`src/rtl/ptmr_pkg.sv`:
```
package ptmr_pkg;

    localparam logic [2:0] A_CTRL   = 3'd0;
    localparam logic [2:0] A_PRESC  = 3'd1;
    localparam logic [2:0] A_PERIOD = 3'd2;
    localparam logic [2:0] A_COUNT  = 3'd3;
    localparam logic [2:0] A_CAPT   = 3'd4;
    localparam logic [2:0] A_STATUS = 3'd5;

    typedef enum logic {
        OUT_PULSE = 1'b0,
        OUT_LEVEL = 1'b1
    } out_mode_e;

    // bit4 mode, bit3 sync, bit2 gate invert, bit1 falling edge, bit0 enable
    typedef struct packed {
        out_mode_e mode;
        logic      sync_en;
        logic      gate_inv;
        logic      clk_fall;
        logic      enable;
    } ctrl_t;

    typedef struct packed {
        logic run;
        logic cif;
        logic zif;
    } status_t;

    function automatic logic edge_hit(input logic cur, input logic prev, input logic fall);
        return fall ? (!cur && prev) : (cur && !prev);
    endfunction

endpackage

```
`src/rtl/ptmr_in_cond.sv`:
```
module ptmr_in_cond #(
    parameter int SYNC_STAGES = 2
) (
    input  logic clk,
    input  logic rst,
    input  logic tclk_in,
    input  logic gate_in,
    input  logic sync_en,
    input  logic clk_fall,
    input  logic gate_inv,
    output logic tick,
    output logic gate_act,
    output logic gate_end
);
    import ptmr_pkg::*;

    localparam int LAST = SYNC_STAGES - 1;

    logic [1:0] raw;
    logic [1:0] chain [SYNC_STAGES];
    logic [1:0] sel;
    logic       tclk_prev;
    logic       gate_act_q;

    assign raw = {gate_in, tclk_in};

    for (genvar i = 0; i < SYNC_STAGES; i++) begin : g_sync
        if (i == 0) begin : g_first
            always_ff @(posedge clk) begin
                if (rst) chain[0] <= '0;
                else     chain[0] <= raw;
            end
        end else begin : g_next
            always_ff @(posedge clk) begin
                if (rst) chain[i] <= '0;
                else     chain[i] <= chain[i-1];
            end
        end
    end

    assign sel      = sync_en ? chain[LAST] : raw;
    assign tick     = edge_hit(sel[0], tclk_prev, clk_fall);
    assign gate_act = sel[1] ^ gate_inv;
    assign gate_end = gate_act_q && !gate_act;

    always_ff @(posedge clk) begin
        if (rst) begin
            tclk_prev  <= 1'b0;
            gate_act_q <= 1'b0;
        end else begin
            tclk_prev  <= sel[0];
            gate_act_q <= gate_act;
        end
    end

endmodule

```
`src/rtl/ptmr_prescaler.sv`:
```
module ptmr_prescaler #(
    parameter int PS_W = 8
) (
    input  logic            clk,
    input  logic            rst,
    input  logic            clear,
    input  logic            adv,
    input  logic [PS_W-1:0] ratio,
    output logic            step
);
    logic [PS_W-1:0] ps_q;

    assign step = adv && (ps_q >= ratio);

    always_ff @(posedge clk) begin
        if (rst || clear)  ps_q <= '0;
        else if (step)     ps_q <= '0;
        else if (adv)      ps_q <= ps_q + 1'b1;
    end

    AST_PS_HOLD: assert property (@(posedge clk) disable iff (rst)
        !adv && !clear |=> $stable(ps_q));

endmodule

```
`src/rtl/ptmr_counter.sv`:
```
module ptmr_counter #(
    parameter int CNT_W = 16
) (
    input  logic             clk,
    input  logic             rst,
    input  logic             load,
    input  logic             step,
    input  logic             tick,
    input  logic [CNT_W-1:0] period_buf,
    output logic [CNT_W-1:0] cnt,
    output logic             wrap,
    output logic             pulse
);
    logic [CNT_W-1:0] cnt_q;
    logic [CNT_W-1:0] per_act_q;
    logic             pulse_q;

    assign wrap  = step && (cnt_q == per_act_q);
    assign cnt   = cnt_q;
    assign pulse = pulse_q;

    always_ff @(posedge clk) begin
        if (rst) begin
            cnt_q     <= '0;
            per_act_q <= '0;
        end else if (load) begin
            cnt_q     <= '0;
            per_act_q <= period_buf;
        end else if (wrap) begin
            cnt_q     <= '0;
            per_act_q <= period_buf;
        end else if (step) begin
            cnt_q     <= cnt_q + 1'b1;
        end
    end

    always_ff @(posedge clk) begin
        if (rst || load) pulse_q <= 1'b0;
        else if (wrap)   pulse_q <= 1'b1;
        else if (tick)   pulse_q <= 1'b0;
    end

    AST_CNT_LE_PERIOD: assert property (@(posedge clk) disable iff (rst)
        cnt_q <= per_act_q);
    AST_CNT_HOLD: assert property (@(posedge clk) disable iff (rst)
        !step && !load |=> $stable(cnt_q));
    AST_PULSE_HOLD: assert property (@(posedge clk) disable iff (rst)
        pulse_q && !tick && !load |=> pulse_q);

endmodule

```
`src/rtl/ptmr_top.sv`:
```
module ptmr_top #(
    parameter int CNT_W       = 16,
    parameter int PS_W        = 8,
    parameter int SYNC_STAGES = 2
) (
    input  logic             clk,
    input  logic             rst,
    input  logic             wr_en,
    input  logic [2:0]       wr_addr,
    input  logic [CNT_W-1:0] wr_data,
    input  logic [2:0]       rd_addr,
    output logic [CNT_W-1:0] rd_data,
    input  logic             tclk_in,
    input  logic             gate_in,
    output logic             tmr_out,
    output logic             run,
    output logic             zero_irq,
    output logic             cap_irq
);
    import ptmr_pkg::*;

    localparam int CTRL_W = $bits(ctrl_t);

    ctrl_t            ctrl_q;
    logic [PS_W-1:0]  ps_q;
    logic [CNT_W-1:0] perbuf_q;
    logic [CNT_W-1:0] cap_q;
    logic             zif_q, cif_q;

    logic             tick, gate_act, gate_end;
    logic             load, step, wrap, pulse;
    logic [CNT_W-1:0] cnt;
    logic             wr_ctrl, wr_stat, cap_evt;
    ctrl_t            ctrl_new;
    status_t          stat;

    assign wr_ctrl  = wr_en && (wr_addr == A_CTRL);
    assign wr_stat  = wr_en && (wr_addr == A_STATUS);
    assign ctrl_new = ctrl_t'(wr_data[CTRL_W-1:0]);
    assign load     = wr_ctrl && ctrl_new.enable && !ctrl_q.enable;

    ptmr_in_cond #(.SYNC_STAGES(SYNC_STAGES)) u_in (
        .clk      (clk),
        .rst      (rst),
        .tclk_in  (tclk_in),
        .gate_in  (gate_in),
        .sync_en  (ctrl_q.sync_en),
        .clk_fall (ctrl_q.clk_fall),
        .gate_inv (ctrl_q.gate_inv),
        .tick     (tick),
        .gate_act (gate_act),
        .gate_end (gate_end)
    );

    assign run = ctrl_q.enable && gate_act;

    ptmr_prescaler #(.PS_W(PS_W)) u_ps (
        .clk   (clk),
        .rst   (rst),
        .clear (!ctrl_q.enable || load),
        .adv   (tick && run),
        .ratio (ps_q),
        .step  (step)
    );

    ptmr_counter #(.CNT_W(CNT_W)) u_cnt (
        .clk        (clk),
        .rst        (rst),
        .load       (load),
        .step       (step),
        .tick       (tick),
        .period_buf (perbuf_q),
        .cnt        (cnt),
        .wrap       (wrap),
        .pulse      (pulse)
    );

    assign cap_evt = ctrl_q.enable && gate_end;

    always_ff @(posedge clk) begin
        if (rst) begin
            ctrl_q   <= '0;
            ps_q     <= '0;
            perbuf_q <= '0;
        end else if (wr_en) begin
            case (wr_addr)
                A_CTRL:   ctrl_q   <= ctrl_new;
                A_PRESC:  ps_q     <= wr_data[PS_W-1:0];
                A_PERIOD: perbuf_q <= wr_data;
                default:  ;
            endcase
        end
    end

    always_ff @(posedge clk) begin
        if (rst) begin
            cap_q <= '0;
            zif_q <= 1'b0;
            cif_q <= 1'b0;
        end else begin
            if (cap_evt) cap_q <= cnt;
            zif_q <= wrap    || (zif_q && !(wr_stat && wr_data[0]));
            cif_q <= cap_evt || (cif_q && !(wr_stat && wr_data[1]));
        end
    end

    assign stat     = '{run: run, cif: cif_q, zif: zif_q};
    assign zero_irq = zif_q;
    assign cap_irq  = cif_q;
    assign tmr_out  = (ctrl_q.mode == OUT_LEVEL) ? run : pulse;

    always_comb begin
        case (rd_addr)
            A_CTRL:   rd_data = CNT_W'(ctrl_q);
            A_PRESC:  rd_data = CNT_W'(ps_q);
            A_PERIOD: rd_data = perbuf_q;
            A_COUNT:  rd_data = cnt;
            A_CAPT:   rd_data = cap_q;
            A_STATUS: rd_data = CNT_W'(stat);
            default:  rd_data = '0;
        endcase
    end

    AST_ZIF_ON_WRAP: assert property (@(posedge clk) disable iff (rst)
        wrap |=> zero_irq);
    AST_CIF_ON_GATE_END: assert property (@(posedge clk) disable iff (rst)
        cap_evt |=> cap_irq);
    AST_FLAG_STICKY: assert property (@(posedge clk) disable iff (rst)
        zero_irq && !wr_stat |=> zero_irq);

endmodule

```
`config.mk`:
```
export PLATFORM = sky130hd
export DESIGN_NAME = ptmr_top
export DESIGN_NICKNAME = d
export VERILOG_FILES = /design/src/rtl/ptmr_pkg.sv /design/src/rtl/ptmr_in_cond.sv /design/src/rtl/ptmr_prescaler.sv /design/src/rtl/ptmr_counter.sv /design/src/rtl/ptmr_top.sv
export SDC_FILE = /design/constraint.sdc
export NUM_CORES = 1
export LEC_CHECK = 0
export ABC_AREA = 1
export CAP_MARGIN = 20
export CORE_ASPECT_RATIO = 0.8
export CORE_MARGIN = 2
export CORE_UTILIZATION = 60
export DETAILED_ROUTE_END_ITERATION = 8
export GPL_TIMING_DRIVEN = 1
export PLACE_DENSITY = 0.83
export SYNTH_ARGS = -nofsm -noshare
export SYNTH_HDL_FRONTEND = slang
export SYNTH_SLANG_ARGS = --single-unit
```
`constraint.sdc`:
```
create_clock -name clk -period 3.75 [get_ports clk]
set_clock_uncertainty 0.15 [all_clocks]
set_input_delay 0.375 -clock clk [delete_from_list [all_inputs] [get_ports clk]]
set_output_delay 0.375 -clock clk [all_outputs]
set_load 0.02 [all_outputs]
```
* Yosys cells after proc, flatten, opt, wreduce, memory -nomap -nowiden *
Memory sizes are Yosys's and may differ from the RTL's.
Cells that the tools add are included.

word-level totals
  memories kept = 1
  memory bits (writable) = 4
  output and inout port bits = 20
  bits of input ports = 27
  logic and storage cells = 81
  flip-flop bits (word level) = 90

cells by class
  order comparisons = 1
  bitwise gates (word level) = 3
  equality and inequality tests = 9
  reduce and logical (&&, ||, !) cells = 36
  muxes and demuxes = 13
  $add $sub $neg = 2

memories
  name        words  bits a word  read ports  clocked after Yosys merged registers in  wr ports  line                text
  u_in.chain  2      2            2           0                                        2         ptmr_in_cond.sv:20  logic [1:0] chain [SYNC_STAGES];

operators with widths
  cell                   number
  $pmux 16 s6            1
  $mux 16                2
  $add 16x1->16 const B  1
  $eq 16x16->1           1
  $logic_and 1x1->1      16
  $eq 3x2->1 const B     3
  $eq 3x3->1 const B     3
  $add 8x1->8 const B    1
  $ge 8x8->1             1
  $mux 1                 7
  $eq 3x1->1 const B     2
  $logic_not 1->1        6
  $logic_not 3->1        2
  $mux 2                 3
  $reduce_and 2->1       3
  $logic_or 1x1->1       5
  $reduce_bool 2->1      2
  $reduce_or 3->1        1
  $or 1x1->1             2
  $reduce_or 2->1        1
  $xor 1x1->1            1

* Depth between registers and ports, before layout *
  word-level depth = 9
  gate-level depth with buffers = 16

* By module *
Synthesis repeated with hierarchy kept, for this count alone.

unflattened totals
  cells, all modules = 797
  area total of the unflattened synthesis = 5355.1 sq um

modules (own cells, without submodules)
  module          cells an instance  area an instance (sq um)  seq. area each (sq um)  times used
  ptmr_top        387                2615.0                    940.9                   1
  ptmr_counter    286                1831.8                    660.6                   1
  ptmr_prescaler  84                 628.1                     160.2                   1
  ptmr_in_cond    40                 280.3                     120.1                   1

* Worst setup path after synthesis *
No wires, ideal clock.

  kind = in2out
  start point = input port rd_addr[2]
  end point = output port rd_data[11]
  data arrival time = 1506 ps
  setup slack = 1719 ps
  stages = 4
  buffers on the path = 1
  cells stage by stage = nor3_1 clkbuf_1 a22oi_1 o21ai_0

on the way
  word-level cells in the longest chain between the ends = 2

RTL lines
  element                             line             text
  start, declared                     ptmr_top.sv:11   input logic [2:0] rd_addr,
  $eq 3x3->1 (tied with other cells)  ptmr_top.sv:113  case (rd_addr)
  $pmux 16 s6 *                       ptmr_top.sv:113
  end, declared                       ptmr_top.sv:12   output logic [CNT_W-1:0] rd_data,

Mark *: on every way between the ends. The rest lies on a longest branch, timed or not.

* Final worst setup path *
  start point = input port rd_addr[0]
  end point = output port rd_data[4]

The elaborated chain is that of the path after synthesis.

==> results.json <==
{
  "ys_seq_elements": 94,
  "core_area_um2": 7910,
  "register_area_um2": 1880,
  "r2r_cells": 11,
  "cts.sinks": 94,
  "tightest_slew_ps": 739,
  "rsz0062_at_grt": "no",
  "drtPass1Iterations": 5,
  "globalplace.congestion": 0.880,
  "peakVddDrop_mv": 0.223,
  "buffer_ports.inserted": 46,
  "crit_path_max_fanout": 5,
  "fin_nets": 791,
  "die_x_um": 105,
  "yosys.area_share.adder": 0.0255,
  "synth_xor_area_frac": 0.0322,
  "wl_per_cell_um": 15.0,
  "dieHeight_um": 84.8,
  "cts.repair.resized": 0,
  "antenna_cells": 0,
  "critPathCaptureType": "output port",
  "synth_area_leader_cell": "dfxtp_1",
  "relSlewSlack": 0.504,
  "pin_count": 47,
  "clk_pin_slew_worst_paths_ps": 80,
  "finalPower_mw": 1.90,
  "synthToLayoutAreaGrowth_pct": 14.8,
  "drt-total-wl_mm": 13.0,
  "hpwlAfterDp_mm": 9.49,
  "status": "finished, final reports clean",
  "worstPathArrival_ps": 2700,
  "syn_inst": 715,
  "setup_tns_ps": 0,
  "worstReg2RegStart": "ps_q[7]",
  "cts_buffers": 9,
  "synthSimpleGateAreaFrac": 0.292,
  "overflow": 0,
  "yosysSeqAreaShare": 0.384,
  "crit_buf_inv": 4,
  "grt_pass1_vias": 4611,
  "ys_warn_count": 0,
  "clk_latency_ps": 370,
  "p_leak_nw": 2.39,
  "path_cells": "clkdlybuf4s50_1 -> inv_1 -> nor3_1 -> inv_1 -> o22ai_1 -> a221oi_1 -> nand2_1 -> clkdlybuf4s50_1",
  "num_vias": 4778,
  "vias_per_cell": 5.51,
  "postCtsSetupRepairBufs": 0,
  "cts_tree": "built",
  "maxCapViolCount": 0,
  "stdcell_area_um2": 5620,
  "nFillCells": 686,
  "synth_compound_area_frac": 0.158,
  "final_cell_mix": "nand2_1, nor2_1, inv_1",
  "drc": 0,
  "final_max_slew_viol_count": 0,
  "period_share": 0.859,
  "yosys-mux-area-fraction": 0,
  "grt_max_degree": 38,
  "drtIter0Drc": 319,
  "ctsRootBufferMaster": "clkbuf_8",
  "cp_data_required_time_ps": 3220,
  "ctsHtreeMaxLevel": 3,
  "ff2ff_setup_slack_ps": 1380,
  "fmax_mhz": 310,
  "drive_gt1_frac": 0.0659,
  "crit_slowest_cell": "clkdlybuf4s50_1",
  "synth_top_area_frac": 0.384,
  "hold_class": "reg2reg",
  "cts_hold_buf": 0,
  "holdWs_ps": 256,
  "placed_cell_area_um2": 5410,
  "drtAntennaViolNets": 0,
  "track_usage": 0.305,
  "hold_end": "u_in.chain[1][1]",
  "critPathKind": "in2out",
  "worstReg2RegEnd": "u_cnt.per_act_q[6]",
  "synth_top_family_by_area": "simple AND/OR/NAND/NOR gates",
  "die-area_um2": 8910,
  "startpoint_type": "input port",
  "std_cell_rows": 29,
  "multi_input_area_um2": 2490,
  "antenna_found_initial": 0,
  "grt_pass1_wl_mm": 21.7,
  "initial_core_util": 0.619,
  "final_common_cell": "nand2_1",
  "min_from": "u_in.chain[0][1]",
  "cp_top_family": "buffers and inverters",
  "finalHoldViolCount": 0,
  "finalSetupViolCount": 0,
  "synth_area_per_cell_um2": 6.85,
  "syn-num-nets": 752,
  "synth.distinct_cells": 38,
  "synth.area.top_cells": "dfxtp_1, nand2_1, nor2_1",
  "syn-cell-area_um2": 4900,
  "fin_crit_ps": 3220,
  "power_density_nw_per_um2": 337,
  "min_path_cells": 2,
  "clock_path_buffers": 2,
  "cpPeakStageDelay_ps": 610
}
==> metrics by stage <==
step                      instances  utilization  worst slack [ps]
after global placement          850        0.684               686
after global routing            867        0.711               380
after detailed placement        850        0.684               645
after CTS                       866        0.709               635
final                           867        0.711               528
after floorplan                 715            -              1720
==> registers in the layout, indices dropped and copies added, names as in the netlist <==
signal / flops
u_in.tclk_prev: 1
ps_q: 8
ctrl_q: 5
u_cnt.cnt: 16
u_cnt.pulse: 1
zero_irq: 1
cap_q: 16
perbuf_q: 16
cap_irq: 1
u_in.gate_act_q: 1
u_cnt.per_act_q: 16
u_in.chain: 4
u_ps.ps_q: 8
==> worst register-to-register path: stages (launching register included) <==
cell and delay (ps):
dfxtp_1 370, inv_1 90, ha_1 320, a21o_1 160, nor2_1 100, nand3_1 120, nand2_4 220, clkinv_4 200
nand2_4 290, nand3_1 120, nand2_1 90, nor2_1 50
==> cells by family after synthesis <==
group,after synthesis
simple gates,321
compound gates,142
buf+inv,130
flops,94
xor+xnor,18
fa+ha+maj,10
==> report_power, final <==
part	internal (mW)	switching [mW]	total, mW
clock network	0.344	0.350	0.694
logic	0.0675	0.104	0.171
registers	1.02	0.0143	1.03
total	1.43	0.468	1.90
==> final cells by class <==
class | count | share of cell area
multi-input combinational | 491 | 0.443
sequential | 94 | 0.335
timing repair buffer | 52 | 0.0912
inverter | 106 | 0.0716
clock buffer | 13 | 0.0283
tap | 108 | 0.0240
clock inverter | 3 | 0.00756
==> worst max path at each step <==
stage,from,end,slack (ps),cells past startpoint
2_1_floorplan,rd_addr[2],rd_data[11],1720,4
3_3_place_gp,rd_addr[0],rd_data[2],690,8
3_5_place_dp,rd_addr[0],rd_data[4],650,8
4_1_cts,rd_addr[0],rd_data[4],640,8
5_1_grt,rd_addr[0],rd_data[4],380,8
6_report,rd_addr[0],rd_data[4],530,8
==> synth_stat cells <==
cell         n
nand2_1    137
nor2_1     113
inv_1       99
dfxtp_1     94
o21ai_0     68
a21oi_1     46
nand3_1     27
nor3_1      15
clkbuf_1    14
xor2_1      13
a22oi_1     12
ha_1        10
nand3_2      9
inv_2        5
o2111ai_1    5
xnor2_1      5
nand4_1      4
o21ai_1      4
buf_2        3
buf_6        3
nand2_2      3
nand2_4      3
o22ai_1      3
a221oi_1     2
buf_4        2
nor2_4       2
nor2_8       2
or2_2        2
a21o_1       1
and3_1       1
buf_1        1
clkbuf_2     1
clkinv_1     1
clkinv_4     1
nand3_4      1
nor2_2       1
nor3_2       1
o211ai_1     1
==> layer usage <==
metal	track usage	routed length (um)	vias up
met5	0	0	-
met4	0.0958	277	0
met3	0.0745	1010	33
met2	0.517	6130	214
met1	0.387	5630	2169
li1	-	-	2362
No activity file was read; power rests on OpenSTA's default activity.
